[config.mk]
export PLATFORM = sky130hd
export DESIGN_NAME = intc_bank
export DESIGN_NICKNAME = d
export VERILOG_FILES = /design/src/rtl/intc_pkg.sv /design/src/rtl/intc_line.sv /design/src/rtl/intc_arbiter.sv /design/src/rtl/intc_channel.sv /design/src/rtl/intc_bank.sv
export SDC_FILE = /design/constraint.sdc
export NUM_CORES = 2
export LEC_CHECK = 0
export ABC_AREA = 1
export BUFFER_PORTS_ARGS = -buffer_cell sky130_fd_sc_hd__buf_2
export CORE_ASPECT_RATIO = 0.5
export CORE_MARGIN = 2
export CORE_UTILIZATION = 50
export DETAILED_ROUTE_END_ITERATION = 10
export HOLD_SLACK_MARGIN = 0.12
export PLACE_DENSITY = 0.63
export SLEW_MARGIN = 20
export SYNTH_ARGS = -nofsm -noshare
export SYNTH_HDL_FRONTEND = slang
export SYNTH_SLANG_ARGS = --single-unit
export TNS_END_PERCENT = 10
[constraint.sdc]
create_clock -name clk -period 58 [get_ports clk]
set_input_delay 2.9 -clock clk [delete_from_list [all_inputs] [get_ports clk]]
set_output_delay 2.9 -clock clk [all_outputs]
set_load 0.02 [all_outputs]
[src/rtl/intc_pkg.sv]
`timescale 1ns/1ps
package intc_pkg;
    localparam int LINES_DEF = 32;
    localparam int PRIO_W    = 5;
    localparam int CFG_W     = PRIO_W + 2;

    localparam int OFS_STATUS = 'h00;
    localparam int OFS_MASK   = 'h04;
    localparam int OFS_WIN    = 'h08;
    localparam int OFS_CTRL   = 'h0C;
    localparam int OFS_GEN    = 'h10;
    localparam int OFS_CFG    = 'h40;

    localparam int WIN_IRQ_VLD = 7;
    localparam int WIN_FIQ_POS = 8;
    localparam int WIN_FIQ_VLD = 15;

    typedef struct packed {
        logic [PRIO_W-1:0] prio;
        logic              edge_mode;
        logic              to_fiq;
    } line_cfg_t;

    typedef enum logic [1:0] {
        CH_IDLE   = 2'd0,
        CH_ACTIVE = 2'd1,
        CH_GAP    = 2'd2
    } ch_state_e;
endpackage

[src/rtl/intc_line.sv]
`timescale 1ns/1ps
module intc_line (
    input  logic clk,
    input  logic rst,
    input  logic line_i,
    input  logic edge_mode,
    input  logic clr,
    output logic pending
);
    logic prev_q;
    logic pend_q;

    always_ff @(posedge clk) begin
        if (rst) begin
            prev_q <= 1'b0;
            pend_q <= 1'b0;
        end else begin
            prev_q <= line_i;
            if (!edge_mode)
                pend_q <= line_i;
            else if (line_i && !prev_q)
                pend_q <= 1'b1;
            else if (clr)
                pend_q <= 1'b0;
        end
    end

    assign pending = pend_q;
endmodule

[src/rtl/intc_arbiter.sv]
`timescale 1ns/1ps
module intc_arbiter #(
    parameter int LINES  = 32,
    parameter int PRIO_W = 5,
    parameter int IDX_W  = 5
) (
    input  logic [LINES-1:0]             req,
    input  logic [LINES-1:0][PRIO_W-1:0] prio,
    output logic                         valid,
    output logic [IDX_W-1:0]             idx
);
    logic [PRIO_W-1:0] best;

    always_comb begin
        valid = 1'b0;
        idx   = '0;
        best  = '1;
        for (int i = 0; i < LINES; i++) begin
            if (req[i] && (!valid || prio[i] < best)) begin
                valid = 1'b1;
                best  = prio[i];
                idx   = IDX_W'(i);
            end
        end
    end
endmodule

[src/rtl/intc_channel.sv]
`timescale 1ns/1ps
module intc_channel
    import intc_pkg::*;
#(
    parameter int LINES = 32,
    parameter int IDX_W = 5
) (
    input  logic             clk,
    input  logic             rst,
    input  logic [LINES-1:0] req,
    input  logic             cand_valid,
    input  logic [IDX_W-1:0] cand_idx,
    input  logic             ack,
    output logic             active,
    output logic [IDX_W-1:0] idx_q,
    output logic [LINES-1:0] clr
);
    ch_state_e state_q;

    always_ff @(posedge clk) begin
        if (rst) begin
            state_q <= CH_IDLE;
            idx_q   <= '0;
        end else begin
            unique case (state_q)
                CH_IDLE: if (cand_valid) begin
                    state_q <= CH_ACTIVE;
                    idx_q   <= cand_idx;
                end
                CH_ACTIVE: begin
                    if (ack)
                        state_q <= CH_GAP;
                    else if (!req[idx_q])
                        state_q <= CH_IDLE;
                end
                CH_GAP:  state_q <= CH_IDLE;
                default: state_q <= CH_IDLE;
            endcase
        end
    end

    assign active = (state_q == CH_ACTIVE);

    always_comb begin
        clr = '0;
        if (active && ack)
            clr[idx_q] = 1'b1;
    end
endmodule

[src/rtl/intc_bank.sv]
`timescale 1ns/1ps
module intc_bank
    import intc_pkg::*;
#(
    parameter int LINES       = intc_pkg::LINES_DEF,
    parameter int ADDR_W      = 8,
    parameter int FIRST_LEVEL = 1
) (
    input  logic              clk,
    input  logic              rst,
    input  logic [LINES-1:0]  line_i,
    input  logic [ADDR_W-1:0] bus_addr,
    input  logic              bus_we,
    input  logic [LINES-1:0]  bus_wdata,
    output logic [LINES-1:0]  bus_rdata,
    output logic              irq_o,
    output logic              fiq_o
);
    localparam int IDX_W = $clog2(LINES);
    localparam logic [ADDR_W-1:0] A_STATUS = ADDR_W'(OFS_STATUS);
    localparam logic [ADDR_W-1:0] A_MASK   = ADDR_W'(OFS_MASK);
    localparam logic [ADDR_W-1:0] A_WIN    = ADDR_W'(OFS_WIN);
    localparam logic [ADDR_W-1:0] A_CTRL   = ADDR_W'(OFS_CTRL);
    localparam logic [ADDR_W-1:0] A_GEN    = ADDR_W'(OFS_GEN);
    localparam logic [ADDR_W-1:0] A_CFG_LO = ADDR_W'(OFS_CFG);
    localparam logic [ADDR_W-1:0] A_CFG_HI = ADDR_W'(OFS_CFG + 4 * LINES - 4);
    localparam logic [IDX_W-1:0]  CFG_SEL_BASE = IDX_W'(OFS_CFG / 4);

    logic [LINES-1:0] mask_q;
    logic             gen_off_q;
    line_cfg_t        cfg_q [LINES];
    logic [LINES-1:0] pend;

    // Address decode
    logic             cfg_hit;
    logic [IDX_W-1:0] cfg_sel;
    logic             irq_ack, fiq_ack;
    logic [LINES-1:0] sw_clr;

    assign cfg_hit = (bus_addr >= A_CFG_LO) && (bus_addr <= A_CFG_HI) && (bus_addr[1:0] == 2'b00);
    assign cfg_sel = bus_addr[IDX_W+1:2] - CFG_SEL_BASE;
    assign irq_ack = bus_we && (bus_addr == A_CTRL) && bus_wdata[0];
    assign fiq_ack = bus_we && (bus_addr == A_CTRL) && bus_wdata[1];
    assign sw_clr  = (bus_we && bus_addr == A_STATUS) ? ~bus_wdata : '0;

    // Register writes
    line_cfg_t new_cfg;
    always_comb begin
        new_cfg = line_cfg_t'(bus_wdata[CFG_W-1:0]);
        if (FIRST_LEVEL == 0)
            new_cfg.to_fiq = 1'b0;
    end

    always_ff @(posedge clk) begin
        if (rst) begin
            mask_q    <= '1;
            gen_off_q <= 1'b1;
            for (int i = 0; i < LINES; i++)
                cfg_q[i] <= '0;
        end else if (bus_we) begin
            if (bus_addr == A_MASK)
                mask_q <= bus_wdata;
            if (bus_addr == A_GEN)
                gen_off_q <= bus_wdata[0];
            if (cfg_hit)
                cfg_q[cfg_sel] <= new_cfg;
        end
    end

    // Per-line sampling
    logic [LINES-1:0] irq_clr, fiq_clr;
    logic [LINES-1:0] fiq_route;
    logic [LINES-1:0][PRIO_W-1:0] prio_vec;

    for (genvar g = 0; g < LINES; g++) begin : g_line
        assign fiq_route[g] = cfg_q[g].to_fiq;
        assign prio_vec[g]  = cfg_q[g].prio;
        intc_line u_line (
            .clk       (clk),
            .rst       (rst),
            .line_i    (line_i[g]),
            .edge_mode (cfg_q[g].edge_mode),
            .clr       (sw_clr[g] | irq_clr[g] | fiq_clr[g]),
            .pending   (pend[g])
        );
    end

    // Request sets and arbitration
    logic [LINES-1:0] live, irq_req, fiq_req;
    assign live    = pend & ~mask_q & {LINES{~gen_off_q}};
    assign irq_req = live & ~fiq_route;
    assign fiq_req = live & fiq_route;

    logic             irq_cv, irq_act;
    logic [IDX_W-1:0] irq_cidx, irq_idx;
    logic             fiq_act;
    logic [IDX_W-1:0] fiq_idx;

    intc_arbiter #(.LINES(LINES), .PRIO_W(PRIO_W), .IDX_W(IDX_W)) u_arb_irq (
        .req (irq_req), .prio (prio_vec), .valid (irq_cv), .idx (irq_cidx)
    );

    intc_channel #(.LINES(LINES), .IDX_W(IDX_W)) u_ch_irq (
        .clk (clk), .rst (rst), .req (irq_req), .cand_valid (irq_cv),
        .cand_idx (irq_cidx), .ack (irq_ack), .active (irq_act),
        .idx_q (irq_idx), .clr (irq_clr)
    );

    if (FIRST_LEVEL != 0) begin : g_fiq
        logic             fiq_cv;
        logic [IDX_W-1:0] fiq_cidx;
        intc_arbiter #(.LINES(LINES), .PRIO_W(PRIO_W), .IDX_W(IDX_W)) u_arb_fiq (
            .req (fiq_req), .prio (prio_vec), .valid (fiq_cv), .idx (fiq_cidx)
        );
        intc_channel #(.LINES(LINES), .IDX_W(IDX_W)) u_ch_fiq (
            .clk (clk), .rst (rst), .req (fiq_req), .cand_valid (fiq_cv),
            .cand_idx (fiq_cidx), .ack (fiq_ack), .active (fiq_act),
            .idx_q (fiq_idx), .clr (fiq_clr)
        );
    end else begin : g_nofiq
        assign fiq_act = 1'b0;
        assign fiq_idx = '0;
        assign fiq_clr = '0;
    end

    assign irq_o = irq_act;
    assign fiq_o = fiq_act;

    // Read path
    logic [LINES-1:0] win_word;
    always_comb begin
        win_word = '0;
        if (irq_act) begin
            win_word[IDX_W-1:0]   = irq_idx;
            win_word[WIN_IRQ_VLD] = 1'b1;
        end
        if (fiq_act) begin
            win_word[WIN_FIQ_POS +: IDX_W] = fiq_idx;
            win_word[WIN_FIQ_VLD]          = 1'b1;
        end
    end

    always_comb begin
        bus_rdata = '0;
        if (bus_addr == A_STATUS)    bus_rdata = pend;
        else if (bus_addr == A_MASK) bus_rdata = mask_q;
        else if (bus_addr == A_WIN)  bus_rdata = win_word;
        else if (bus_addr == A_GEN)  bus_rdata = LINES'(gen_off_q);
        else if (cfg_hit)            bus_rdata = LINES'(cfg_q[cfg_sel]);
    end
endmodule

Yosys cells after proc, flatten, opt, wreduce, memory -nomap -nowiden --
Memory sizes are Yosys's and may differ from the RTL's. Cells that the tools add are included.
Cells by class: add/subtract/negate cells 1, order comparisons 68, equality and inequality tests 42, multiplexer cells 321, bitwise operators 72, reductions and logical operators 271
Operators by type and width (number):
- 5-bit two-way mux | 97
- 5-bit < comparator | 62
- 1-bit two-way mux | 175
- 32-bit two-way mux | 5
- 32-bit bitwise AND | 4
- 1-bit logical AND | 104
- 3-bit inequality test (second input constant) | 32
- 32-bit inverter | 3
- 1-bit zero test | 94
- 4-bit two-way mux | 16
- 1-bit bitwise OR | 64
- 1-bit logical OR | 62
- 3-bit two-way mux | 8
- 7-bit two-way mux | 3
- 2-bit two-way mux | 10
- 8-bit by 4-bit == test with 1-bit output (second input constant) | 2
- 16-bit two-way mux | 1
- 5-bit by 6-bit < comparator with 1-bit output (second input constant) | 2
- 2-bit AND reduction | 6
- 1-bit binary-select mux with 5-bit select | 2
- 1-bit demux with 5-bit select | 2
- 5-bit by 1-bit >= comparator with 1-bit output (second input constant) | 2
- 8-bit by 3-bit == test with 1-bit output (second input constant) | 1
- 8-bit by 5-bit == test with 1-bit output (second input constant) | 1
- 11 further kinds | 17
Storage, ports and cells: register bits 111, RAM bits 224, word-level logic and storage cells 846, memories kept 1
Memory list:
- cfg_q | depth 32, width 7, read ports 33, clocked after memory_dff 0, write ports 32, RTL line intc_bank.sv:31 | line_cfg_t cfg_q [LINES];

Depth between registers and ports, before layout --
depth after elaboration 131, mapped depth 313, gate-level depth less buffers 291

Hierarchy --
A second synthesis with hierarchy kept.
Second synthesis, totals: cells, all modules 5158, area total of the unflattened synthesis 32726.4 um^2
By module, submodules not included:
- intc_bank | instances 1, cells each 1479, area an instance 12613.3 um^2, sequential area each 7387.1 um^2
- intc_arbiter at u_arb_irq | instances 1, cells each 1473, area an instance 7930.1 um^2, sequential area each 0.0 um^2
- intc_arbiter at g_fiq.u_arb_fiq | instances 1, cells each 1468, area an instance 7901.3 um^2, sequential area each 0.0 um^2
- intc_line | instances 32, cells each 12, area an instance 78.8 um^2, sequential area each 40.0 um^2
- intc_channel | instances 2, cells each 177, area an instance 879.6 um^2, sequential area each 140.1 um^2

Worst setup path before layout --
No wires, ideal clock.
path kind register to register, from register gen_off_q, to register u_ch_irq.idx_q[1], data arrival time 33127 ps, data required time 57930 ps, path slack 24803 ps, stages on the path, launching flop included 284, clock period less this slack 33197 ps, cell sequence dfxtp_1 inv_2 nand3_2 nor2_4 inv_1 nor2_1 ha_1 inv_1 o21bai_1 nand2_1 nand3_2 nand2_4 nand2_8 o21ai_0 ha_1 nand4_1 nand2_4 nand2_1 (+248 left out) ha_1 a21oi_1 nor2_1 a211oi_1 nand2_1 nand2_2 nand2_2 buf_6 nand2_1 o21ai_1 ha_1 a21oi_1 nor2_1 a211oi_1 nand2_1 nand2_2 nand2_4 a21oi_1
On the way: cells in the longest elaborated chain, start to end 129, elaborated cells on any way between the ends 221, classes of those cells order compare: 31; mux: 93; bitwise: 3; reduce/logical: 94
RTL lines:
- from (decl) | RTL line intc_bank.sv:30 | logic gen_off_q;
- from (signal assigned) | RTL line intc_bank.sv:64 | gen_off_q <= bus_wdata[0];
- 1-bit inverter * | RTL line intc_bank.sv:90 | assign live = pend & ~mask_q & {LINES{~gen_off_q}};
- 32-bit bitwise AND * | RTL line intc_bank.sv:90
- 32-bit bitwise AND * | RTL line intc_bank.sv:91 | assign irq_req = live & ~fiq_route;
- 5-bit two-way mux or 1-bit two-way mux (tied branches) | RTL line intc_arbiter.sv:19 | if (req[i] && (!valid || prio[i] < best)) begin
- 5-bit < comparator or 1-bit zero test (tied branches) | RTL line intc_arbiter.sv:19
- 1-bit logical OR | RTL line intc_arbiter.sv:19
- 1-bit logical AND | RTL line intc_arbiter.sv:19
- 5-bit two-way mux or 1-bit two-way mux (tied branches) | RTL line intc_arbiter.sv:19
- (+113 left out)
- 1-bit logical OR | RTL line intc_arbiter.sv:19
- 1-bit logical AND | RTL line intc_arbiter.sv:19
- 5-bit two-way mux or 1-bit two-way mux (tied branches) | RTL line intc_arbiter.sv:19
- 5-bit < comparator or 1-bit zero test (tied branches) | RTL line intc_arbiter.sv:19
- 1-bit logical OR | RTL line intc_arbiter.sv:19
- 1-bit logical AND | RTL line intc_arbiter.sv:19
- 1-bit two-way mux | RTL line intc_arbiter.sv:19
- 2-bit AND reduction (no source line)
- to (signal assigned) | RTL line intc_channel.sv:28 | idx_q <= cand_idx;
- to (decl) | RTL line intc_channel.sv:15 | output logic [IDX_W-1:0] idx_q,
Every way passes the cells marked *; elsewhere a longest branch is shown, timed or not. A chain may end at the register's enable or synchronous reset.

Final worst setup path --
from register gen_off_q, to register g_fiq.u_ch_fiq.idx_q[0]
On the way: cells in the longest elaborated chain, start to end 129, elaborated cells on any way between the ends 222, classes of those cells order compare: 31; mux: 94; bitwise: 3; reduce/logical: 94
RTL lines:
- 1-bit inverter * | RTL line intc_bank.sv:90
- 32-bit bitwise AND * | RTL line intc_bank.sv:90
- 32-bit bitwise AND * | RTL line intc_bank.sv:92 | assign fiq_req = live & fiq_route;
- 5-bit two-way mux or 1-bit two-way mux (tied branches) | RTL line intc_arbiter.sv:19
- 5-bit < comparator or 1-bit zero test (tied branches) | RTL line intc_arbiter.sv:19
- 1-bit logical OR | RTL line intc_arbiter.sv:19
- 1-bit logical AND | RTL line intc_arbiter.sv:19
- 5-bit two-way mux or 1-bit two-way mux (tied branches) | RTL line intc_arbiter.sv:19
- (+113 left out)
- 1-bit logical OR | RTL line intc_arbiter.sv:19
- 1-bit logical AND | RTL line intc_arbiter.sv:19
- 5-bit two-way mux or 1-bit two-way mux (tied branches) | RTL line intc_arbiter.sv:19
- 5-bit < comparator or 1-bit zero test (tied branches) | RTL line intc_arbiter.sv:19
- 1-bit logical OR | RTL line intc_arbiter.sv:19
- 1-bit logical AND | RTL line intc_arbiter.sv:19
- 1-bit two-way mux | RTL line intc_arbiter.sv:19
- 2-bit AND reduction (no source line)
- to (signal assigned) | RTL line intc_channel.sv:28
- to (decl) | RTL line intc_channel.sv:15
Marks and branches as above.

==> impl_summary.log <==
INFO  metric yosysTopAreaCellShare = about 22%
INFO  metric metal3_wl = 14.6 mm
INFO  metric r2r_start = gen_off_q$_SDFFE_PP1P_
INFO  metric cts_inserted_buffers = 35
INFO  metric leakagePower = roughly 17 nW
INFO  metric worst_r2r_path_depth = 257
INFO  metric clkLatencyLatePin = 0.55 ns
INFO  metric vdd.ir_drop.worst = between 15 and 20 uV
INFO  metric netlist_instances = 4,516
INFO  metric worstSetupPathDepth = 257
INFO  metric timing.critical_path.from_type = flop
INFO  metric setup_viol_count_final = 0
INFO  metric initial_utilization = 50.7%
INFO  metric critical-path-slowest-cell = o21ai_0
INFO  metric dieArea = 64,300 um2
INFO  metric skew_final = 0.0241 ns
INFO  metric synth.net_count = between 4k and 5k
INFO  metric hp-class = reg -> reg
INFO  metric synth_simple_gate_area_share = 40.2%
INFO  metric numPortBuffers = 108
INFO  metric layout_min_cycle_time = 38.62 ns
INFO  metric place_hpwl = around 94 mm
INFO  metric synth_top_cell_by_area = edfxtp_1
INFO  metric postPlaceCellArea = around 32,000 um2
INFO  metric synth-adder-area-share = 5.31%
INFO  metric post_cts_hold_buffer_count = 0
INFO  metric initialDrtViolationCount = 4,004
INFO  metric final_core_util = 53.5%
INFO  metric count_of_instances_resized_after_the_clock_tree_is_built = 0
INFO  metric critical_path.max_fanout = 13
INFO  metric route.detailed.drc = 0
INFO  metric crit_arrival = 39.10 ns
INFO  metric critical_path.startpoint = gen_off_q$_SDFFE_PP1P_
INFO  metric number_of_register_bits_inferred_by_synthesis = 335
INFO  metric synth_top_family_by_area = simple AND/OR/NAND/NOR gates
INFO  metric worst_pin_slew = 1.43 ns
INFO  metric critical_path_capture_point = g_fiq.u_ch_fiq.idx_q[0]$_SDFFE_PP0P_
INFO  metric crit_type = reg -> reg
INFO  metric clockRootBuffer = clkbuf_16
INFO  metric grt_pass1_wl = 180 mm
INFO  metric grt_setup_unrepaired = false
INFO  metric dp_slack = 19.75 ns
INFO  metric place_inst = 5,340
INFO  metric post_synth_xor_area_fraction = 0%
INFO  metric gp_routability_congestion = 1.02
INFO  metric core = 61,300 um2
INFO  metric cp_common_cell = nand2_1
INFO  metric gr-total-overflow = 0
INFO  metric report.final.slew_viol_count = 0
INFO  metric vias_per_cell = 5.90
INFO  metric die_w = 357 um
INFO  metric crit_required = 58.48 ns
INFO  metric critical_path.reg2reg.endpoint = g_fiq.u_ch_fiq.idx_q[0]$_SDFFE_PP0P_
INFO  metric fin_ws = roughly 19 ns
INFO  metric cts_sinks = roughly 340
INFO  metric tritonroute_pass_1_iters = 6
INFO  metric final_hold_viol_count = 0
INFO  metric routed_length_per_instance = 22.5 um
INFO  metric critical_path_end_type = flop
INFO  metric via_count = 31.9k
INFO  metric num_rows = 64
INFO  metric met2_wirelength = 49.3 mm
INFO  metric layoutNonFillerInstCount = ~5.4k
INFO  metric synthesized_area_fraction_occupied_by_ao_oa_aoi_and_oai_cells = 13.6%
INFO  metric flow.area_growth_from_synthesis = 5.58%
INFO  metric max_freq = 0.0259 GHz
INFO  metric grt_antenna_before_repair = 9
INFO  metric avg_synthesized_cell_area = 6.89 um2
INFO  metric yosys-mux-area-fraction = 0%
INFO  metric post_synth_instance_area = between 30,000 and 40,000 um2
INFO  metric slew-limit-headroom = 4.28%
INFO  metric cts_tree = done
INFO  metric power = between 0.5 and 0.6 mW
INFO  metric most_frequent_standard_cell_in_the_layout_excluding_fill_and_tap_cells = nand2_1
INFO  metric setup_tns = 0 ns
INFO  metric cp_top_family = simple AND/OR/NAND/NOR gates
INFO  metric r2r_setup_slack = just under 20 ns
INFO  metric synthFlopType = edfxtp_1
INFO  metric worstPathBufferInverterCount = 15
INFO  metric max_cap_viol_count = 0
INFO  metric die_y = 180 um
INFO  metric hold_slack = 0.475 ns
INFO  metric via_count_of_the_first_global_routing_pass = 28.8k
INFO  metric status = finished, final reports clean
INFO  metric synth.yosys.warnings = 0
INFO  metric route.layer.met1.wl = ~53 mm
INFO  metric synth_seq_area_share = 28.8%
INFO  metric nets = 4,759
INFO  metric critPathMaxStageDelay = about 0.52 ns
INFO  metric most-common-layout-cells = 941 x nand2_1, 622 x inv_1, 545 x nor2_1
INFO  metric pwr_density_cell = 17.1 nW/um2
INFO  metric main_area_contributors_after_synthesis = edfxtp_1 22%, nand2_1 11%, nand3_1 8.6%
INFO  metric buffers_inserted_during_post_cts_setup_optimization = 0
INFO  metric h_tree_lvls = 2
INFO  metric track_usage = 36.8%
INFO  metric detail-route-antenna-nets = 0
INFO  metric clock_edge_transition_at_the_registers_on_the_reported_setup_and_hold_paths = 0.06 ns
INFO  metric timing.final.crit_share = 66.6%
INFO  metric synth_async_sr_flop_share = 0%
INFO  metric synthDistinctLibCells = 61
INFO  metric io_pins = 109
INFO  metric highest_layer = met5
INFO  metric post_route_cells_drive_above_1_share = 15.4%
INFO  metric layout.cell_area.non_filler = 32,800 um2
INFO  metric detail_route.wirelength = 122 mm
INFO  metric synth_enable_flop_cells = 224
INFO  metric cts.path.max_buffers = 3
INFO  metric grt_max_degree = 71
==> cell usage after synthesis, drive strengths merged (2+ instances only) <==
cell and count:
nand2 1261, inv 644, nand3 628, nor2 588
o21ai 250, edfxtp 224, ha 132, o22ai 114
dfxtp 111, o21bai 85, clkbuf 78, buf 69
a21oi 49, o211ai 41, o2111ai 36, nand4 34
nor3 25, or2 19, o21a 18, o221ai 18
clkinv 16, o31ai 16, a31oi 15, a22oi 11
bufbuf 6, a211oi 5, a221oi 5, nand3b 4
nor4 4, o311ai 2
==> tightest hold or removal path: cells and delay by family, from the launching register on <==
kind / cells / cell delay (ns)
DFF: 1 / 0.30
and+or+nand+nor: 3 / 0.16
==> worst min-delay path by stage <==
stage	from	to	slack, ns	depth (start not counted)
6_report	g_line[9].u_line.prev_q$_SDFF_PP0_	g_line[9].u_line.pending$_SDFFE_PP0P_	0.47	3
4_1_cts	g_line[9].u_line.prev_q$_SDFF_PP0_	g_line[9].u_line.pending$_SDFFE_PP0P_	0.47	3
5_1_grt	g_line[25].u_line.prev_q$_SDFF_PP0_	g_line[25].u_line.pending$_SDFFE_PP0P_	0.50	3
3_5_place_dp	g_line[9].u_line.prev_q$_SDFF_PP0_	g_line[9].u_line.pending$_SDFFE_PP0P_	0.46	3
2_1_floorplan	g_line[4].u_line.prev_q$_SDFF_PP0_	g_line[4].u_line.pending$_SDFFE_PP0P_	0.44	3
3_3_place_gp	g_line[5].u_line.prev_q$_SDFF_PP0_	g_line[5].u_line.pending$_SDFFE_PP0P_	0.45	3
==> sequential cells by signal, summed over array words and instances (netlist names) <==
signal	flops
cfg_q	224
g_fiq.u_ch_fiq.idx_q	5
g_fiq.u_ch_fiq.state_q	2
g_line.u_line.pending	32
g_line.u_line.prev_q	32
gen_off_q	1
mask_q	32
u_ch_irq.idx_q	5
u_ch_irq.state_q	2
==> layer usage <==
layer / GRT usage [%] / vias up
met1: 53.9 / 14900
met3: 9.35 / 249
met2: 52.9 / 1720
met4: 10.9 / 8
met5: 0 / -
li1: - / 15000
==> cell type report <==
class | count | area [um2]
fillers | 6209 | 28500
multi-input cells | 3367 | 18400
flip-flops and latches | 335 | 8950
inverters | 661 | 2500
well taps | 825 | 1030
clock buffers | 44 | 931
repair buffers | 152 | 871
clock inverters | 18 | 129
diodes | 4 | 10.0
==> kinds of logic after synthesis <==
group | count (synthesis)
buffers and inverters | 814
DFF | 335
and+or+nand+nor | 2563
AOI/OAI and AO/OA | 672
adders and majority gates | 132
==> report_power, final <==
group,internal [mW],leakage [nW],switching (mW),total (mW)
registers,0.266,3.04,0.0162,0.282
logic,0.0177,13.1,0.0424,0.0600
clock network,0.119,0.507,0.102,0.221
(Power assumes the default switching activity.)
